## config.mk

```make
export PLATFORM = sky130hd
export DESIGN_NAME = ticker_top
export DESIGN_NICKNAME = d
export VERILOG_FILES = /design/src/rtl/ticker_pkg.sv /design/src/rtl/ticker_prescaler.sv /design/src/rtl/ticker_load_fsm.sv /design/src/rtl/ticker_ring.sv /design/src/rtl/ticker_seg_dec.sv /design/src/rtl/ticker_top.sv
export SDC_FILE = /design/constraint.sdc
export NUM_CORES = 1
export LEC_CHECK = 0
export ABC_AREA = 1
export BUFFER_PORTS_ARGS = -buffer_cell sky130_fd_sc_hd__clkbuf_2
export CAP_MARGIN = 0
export CORE_ASPECT_RATIO = 0.8
export CORE_MARGIN = 2
export CORE_UTILIZATION = 47
export DETAILED_ROUTE_END_ITERATION = 12
export GPL_TIMING_DRIVEN = 1
export PLACE_DENSITY = 0.72
export SLEW_MARGIN = 20
export SYNTH_ARGS = -nofsm -noshare
export SYNTH_HDL_FRONTEND = slang
export SYNTH_SLANG_ARGS = --single-unit
```

## constraint.sdc

```tcl
create_clock -name clk_i -period 2.1 [get_ports clk_i]
set_clock_uncertainty 0.15 [all_clocks]
set_input_delay 0.315 -clock clk_i [delete_from_list [all_inputs] [get_ports clk_i]]
set_output_delay 0.315 -clock clk_i [all_outputs]
set_load 0.01 [all_outputs]
```

## src/rtl/ticker_pkg.sv

```systemverilog
package ticker_pkg;
  localparam int CHAR_W = 3;
  localparam int SEG_W  = 7;
  localparam int MSG_LEN = 5;

  typedef enum logic [CHAR_W-1:0] {
    CH_H     = 3'd0,
    CH_E     = 3'd1,
    CH_L     = 3'd2,
    CH_O     = 3'd3,
    CH_BLANK = 3'd4
  } char_e;

  // message text, padded with blanks past MSG_LEN
  function automatic char_e msg_char(input int unsigned idx);
    case (idx)
      0:       msg_char = CH_H;
      1:       msg_char = CH_E;
      2, 3:    msg_char = CH_L;
      4:       msg_char = CH_O;
      default: msg_char = CH_BLANK;
    endcase
  endfunction

  // active-low, bit0 = a ... bit6 = g
  function automatic logic [SEG_W-1:0] seg_pattern(input logic [CHAR_W-1:0] c);
    case (c)
      CH_H:    seg_pattern = 7'h09;
      CH_E:    seg_pattern = 7'h06;
      CH_L:    seg_pattern = 7'h47;
      CH_O:    seg_pattern = 7'h40;
      default: seg_pattern = 7'h7F;
    endcase
  endfunction
endpackage

```

## src/rtl/ticker_prescaler.sv

```systemverilog
module ticker_prescaler #(
  parameter int unsigned DIV = 50_000_000
) (
  input  logic clk_i,
  input  logic rst_ni,
  output logic tick_o
);
  localparam int unsigned CNT_W = (DIV > 2) ? $clog2(DIV) : 1;
  localparam logic [CNT_W-1:0] LAST = CNT_W'(DIV - 1);

  logic [CNT_W-1:0] cnt_q;

  assign tick_o = (cnt_q == LAST);

  always_ff @(posedge clk_i) begin
    if (!rst_ni)     cnt_q <= '0;
    else if (tick_o) cnt_q <= '0;
    else             cnt_q <= cnt_q + 1'b1;
  end
endmodule

```

## src/rtl/ticker_load_fsm.sv

```systemverilog
module ticker_load_fsm
  import ticker_pkg::*;
#(
  parameter int unsigned DIGITS = 8
) (
  input  logic  clk_i,
  input  logic  rst_ni,
  input  logic  step_i,
  output logic  load_o,
  output char_e char_o
);
  localparam int unsigned IDX_W = (DIGITS > 2) ? $clog2(DIGITS) : 1;
  localparam logic [IDX_W-1:0] IDX_LAST = IDX_W'(DIGITS - 1);

  typedef enum logic {ST_LOAD, ST_RING} state_e;

  state_e           state_q, state_d;
  logic [IDX_W-1:0] idx_q, idx_d;

  always_comb begin
    state_d = state_q;
    idx_d   = idx_q;
    if (step_i && state_q == ST_LOAD) begin
      if (idx_q == IDX_LAST) state_d = ST_RING;
      else                   idx_d   = idx_q + 1'b1;
    end
  end

  always_ff @(posedge clk_i) begin
    if (!rst_ni) begin
      state_q <= ST_LOAD;
      idx_q   <= '0;
    end else begin
      state_q <= state_d;
      idx_q   <= idx_d;
    end
  end

  assign load_o = (state_q == ST_LOAD);
  assign char_o = msg_char(32'(idx_q));
endmodule

```

## src/rtl/ticker_ring.sv

```systemverilog
module ticker_ring
  import ticker_pkg::*;
#(
  parameter int unsigned DIGITS = 8
) (
  input  logic                     clk_i,
  input  logic                     rst_ni,
  input  logic                     step_i,
  input  logic                     load_i,
  input  char_e                    load_char_i,
  output logic [CHAR_W*DIGITS-1:0] chars_o
);
  char_e dig_q [DIGITS];

  // digit 0 is rightmost; characters travel toward higher indices
  always_ff @(posedge clk_i) begin
    if (!rst_ni) begin
      for (int d = 0; d < DIGITS; d++) dig_q[d] <= CH_BLANK;
    end else if (step_i) begin
      for (int d = 1; d < DIGITS; d++) dig_q[d] <= dig_q[d-1];
      dig_q[0] <= load_i ? load_char_i : dig_q[DIGITS-1];
    end
  end

  for (genvar d = 0; d < DIGITS; d++) begin : g_out
    assign chars_o[d*CHAR_W +: CHAR_W] = dig_q[d];
  end
endmodule

```

## src/rtl/ticker_seg_dec.sv

```systemverilog
module ticker_seg_dec
  import ticker_pkg::*;
(
  input  logic [CHAR_W-1:0] char_i,
  output logic [SEG_W-1:0]  seg_o
);
  assign seg_o = seg_pattern(char_i);
endmodule

```

## src/rtl/ticker_top.sv

```systemverilog
module ticker_top
  import ticker_pkg::*;
#(
  parameter int unsigned DIGITS = 8,
  parameter int unsigned DIV    = 50_000_000
) (
  input  logic                      clk_i,
  input  logic                      rst_ni,
  input  logic                      use_ext_i,
  input  logic                      ext_step_i,
  output logic [CHAR_W*DIGITS-1:0]  chars_o,
  output logic [SEG_W*DIGITS-1:0]   seg_o
);
  logic  tick;
  logic  step;
  logic  load;
  char_e load_char;

  ticker_prescaler #(.DIV(DIV)) u_presc (
    .clk_i  (clk_i),
    .rst_ni (rst_ni),
    .tick_o (tick)
  );

  assign step = use_ext_i ? ext_step_i : tick;

  ticker_load_fsm #(.DIGITS(DIGITS)) u_fsm (
    .clk_i  (clk_i),
    .rst_ni (rst_ni),
    .step_i (step),
    .load_o (load),
    .char_o (load_char)
  );

  ticker_ring #(.DIGITS(DIGITS)) u_ring (
    .clk_i       (clk_i),
    .rst_ni      (rst_ni),
    .step_i      (step),
    .load_i      (load),
    .load_char_i (load_char),
    .chars_o     (chars_o)
  );

  for (genvar d = 0; d < DIGITS; d++) begin : g_dec
    ticker_seg_dec u_dec (
      .char_i (chars_o[d*CHAR_W +: CHAR_W]),
      .seg_o  (seg_o[d*SEG_W +: SEG_W])
    );
  end
endmodule

```

==> qor.txt <==
Mapped Cells - 414
total of endpoints with negative setup slack in the final report - 0
number of synthesized register bits - 54
kind of start point of the critical path - flop
maximum number of buffers from clock root to sink - 2
final non-filler cell total - 570
total wirelength of the detailed-routed design - 6800 um
element type at the critical path end - flop
worst voltage drop across the vdd grid - 371 uV
global-route wire length before repair - 10400 um
clock slew seen by the registers of the worst setup and hold paths - 100 ps
actual transition at the worst max-transition pin - 426 ps
root buffer selected by CTS - clkbuf_8
number of placed I/O pins - 84
worst hold-check path type - input port to flop
gr usage total - 0.185
Residual DRC - 0
Main synth FF type - dfxtp_1
remaining global-route overflow - 0
max-slew violations - 0
setup repair after global routing missed its margin - false
Cells after DPL - 561
crit path max fanout - 16
number of buffers inserted for hold repair after clock tree synthesis - 0
number of buffer cells added on primary ports - 83
Core Box Area - 6310 um2
time the worst path needs with I/O delays and setup - 1980 ps
number of enable-type register cells in the synthesized netlist - 18
die area - 7120 um2
top cell type by total area after synthesis - dfxtp_1
detailed-route vias per instance - 4.86
Max Fclk - 504 MHz
final estimated routing congestion in global placement - 0.894
combined area of all synthesized cells - 3040 um2
number of hold-slack violations in the final timing report - 0
number of detailed-routing iterations run before antenna repair - 5
vias post-DR - 2773
starting DRC count in detailed routing - 213
Storage cell area - 1260 um2
CTS HTree Levels - 2
Routed Antenna Nets - 0
register area share after synthesis - 0.415
worst rel slew slack - 0.714
post-DP HPWL - 5370 um
number of antenna violations at the first check in global routing - 0
maxcap violations - 0
fraction of layout instances using a drive strength above 1 - 0.265
row count - 26
area growth from synthesis to layout - 17.4%
TritonCTS buffer count - 5
vias in the first global route - 2258
number of nets in the synthesized netlist - 425
Final Net Count - 496
Synth top cells by count - nand2_1, inv_1, nor2_1
Avg Inst Size Synth - 7.33 um2
area of the multi-input gates - 1370 um2
post-route setup TNS - 0 ps
post-synthesis cell type count - 32
register-to-register path setup slack - 120 ps
result of the run - finished clean
TritonCTS clock tree - done
most frequently used cell type in the post-synthesis netlist - nand2_1
arrival time worst endpoint - 2070 ps
proportion of netlist area held by the largest area contributor - 0.237
maximum number of pins on one net before global-route repair - 26
Ant. Diodes - 0
crit path kind - flop to flop
final worst-path cycle share - 0.944
number of warnings reported in the yosys synthesis log - 0
P_leak - 1.46 nW
Clk Latency, worst-skew pair - 300 ps
power per cell area - 525 nW/um2
die span in y - 75.9 um
Async SR Flop Fraction - 0
Filler Cells Inserted - 613
clk sink count - 54
horizontal extent of the die - 93.9 um
critical path required time - 2190 ps
cells taking the most area after synthesis - dfxtp_1, edfxtp_1, nand2_1
Final Util - 0.564
drt wl/cell - 11.9 um
effective utilization at floorplan - 0.481
## worst max-delay path: stages (launching register included)
cell     delay [ps]
dfxtp_1         360
ha_1            180
nand2_1          90
nor2_4          140
inv_2            60
nor2_2          190
nand3_4         120
nand2_4          80
buf_4           130
nand2_4          50
buf_4           200
o21ai_0         160
## cells by family (layout without fill, tap and decap cells)
logic type,Yosys count,count (layout),synth area share
fa+ha+maj,7,7,0.0289
flops,54,54,0.415
buf+inv,87,159,0.133
compound gates,34,34,0.0577
simple gates,225,225,0.345
xor+xnor,7,7,0.0202
## where the power goes
group          leakage [nW]  switching (mW)  internal (mW)
clock network        0.0422           0.339          0.236
registers             0.463          0.0223           1.10
logic                 0.951           0.107         0.0621
total                  1.46           0.469           1.40
## registers in the layout, summed over array words and instances (netlist names)
signal / count
u_fsm.state_q: 1
u_fsm.idx_q: 3
u_presc.cnt_q: 26
u_ring.dig_q: 24
## cell type report
type | count | share of cell area
sequential | 54 | 0.354
inverter | 58 | 0.0622
multi-input combinational | 273 | 0.385
clock buffer | 5 | 0.0193
timing repair buffer | 93 | 0.145
tap | 84 | 0.0295
clock inverter | 3 | 0.00562
## placed cells by master, fill, tap and decap left out, types with 2 or more instances in the layout
cell type / instances
nor2_2: 13
nor3b_1: 3
clkinvlp_4: 2
edfxtp_1: 18
clkbuf_2: 83
clkbuf_8: 5
nand4_1: 6
o21ai_0: 8
nor3_1: 7
nor2_1: 39
xnor2_1: 3
buf_4: 8
nor2_4: 4
o22ai_1: 2
nand2_4: 2
buf_12: 2
a21oi_1: 21
o21ai_1: 2
dfxtp_1: 36
ha_1: 7
inv_2: 2
nand2_2: 3
or2_2: 2
xor2_1: 4
nand3b_1: 5
nand2_1: 110
inv_1: 55
nand3_1: 28
## metrics by stage
| step | setup slack (ps) | cell area [um2] | hold slack, ps | power [mW] |
|---|---|---|---|---|
| 6_report | 118 | 3560 | 225 | 1.87 |
| 5_1_grt | 17.6 | 3560 | 239 | 1.95 |
| 4_1_cts | 61.1 | 3540 | 223 | 1.88 |
| 3_5_place_dp | 97.6 | 3450 | 293 | 1.31 |
| 3_3_place_gp | 171 | 3450 | 282 | 1.31 |
| 2_1_floorplan | 38.6 | 3040 | 268 | 1.26 |
## timing repair
action	CTS	global route
setup buffers	0	1
resized for setup	0	1
hold endpoints to repair	0	0
setup endpoints to repair	0	19
## layer usage
| metal | vias up | GRT usage | share of wire | wire length, um |
|---|---|---|---|---|
| met1 | 1258 | 0.275 | 0.48 | 3280 |
| li1 | 1423 | - | - | - |
| met4 | 0 | 0.0515 | 0.0060 | 41 |
| met3 | 4 | 0.0267 | 0.063 | 428 |
| met2 | 88 | 0.283 | 0.45 | 3050 |
| met5 | - | 0 | 0 | 0 |
## path summary, 6_finish.rpt
check                                            startpoint                               to  cells past startpoint
worst min register to register  u_presc.cnt_q[0]$_SDFF_PP0_      u_presc.cnt_q[0]$_SDFF_PP0_                      1
worst max-delay path            u_presc.cnt_q[0]$_SDFF_PP0_  u_ring.dig_q[1][7]$_SDFFE_PN0P_                     11
worst min-delay path                                 rst_ni       u_fsm.state_q$_SDFFE_PN0P_                      5
worst max register to register  u_presc.cnt_q[0]$_SDFF_PP0_  u_ring.dig_q[1][7]$_SDFFE_PN0P_                     11
No activity file was read; power rests on OpenSTA's default activity.
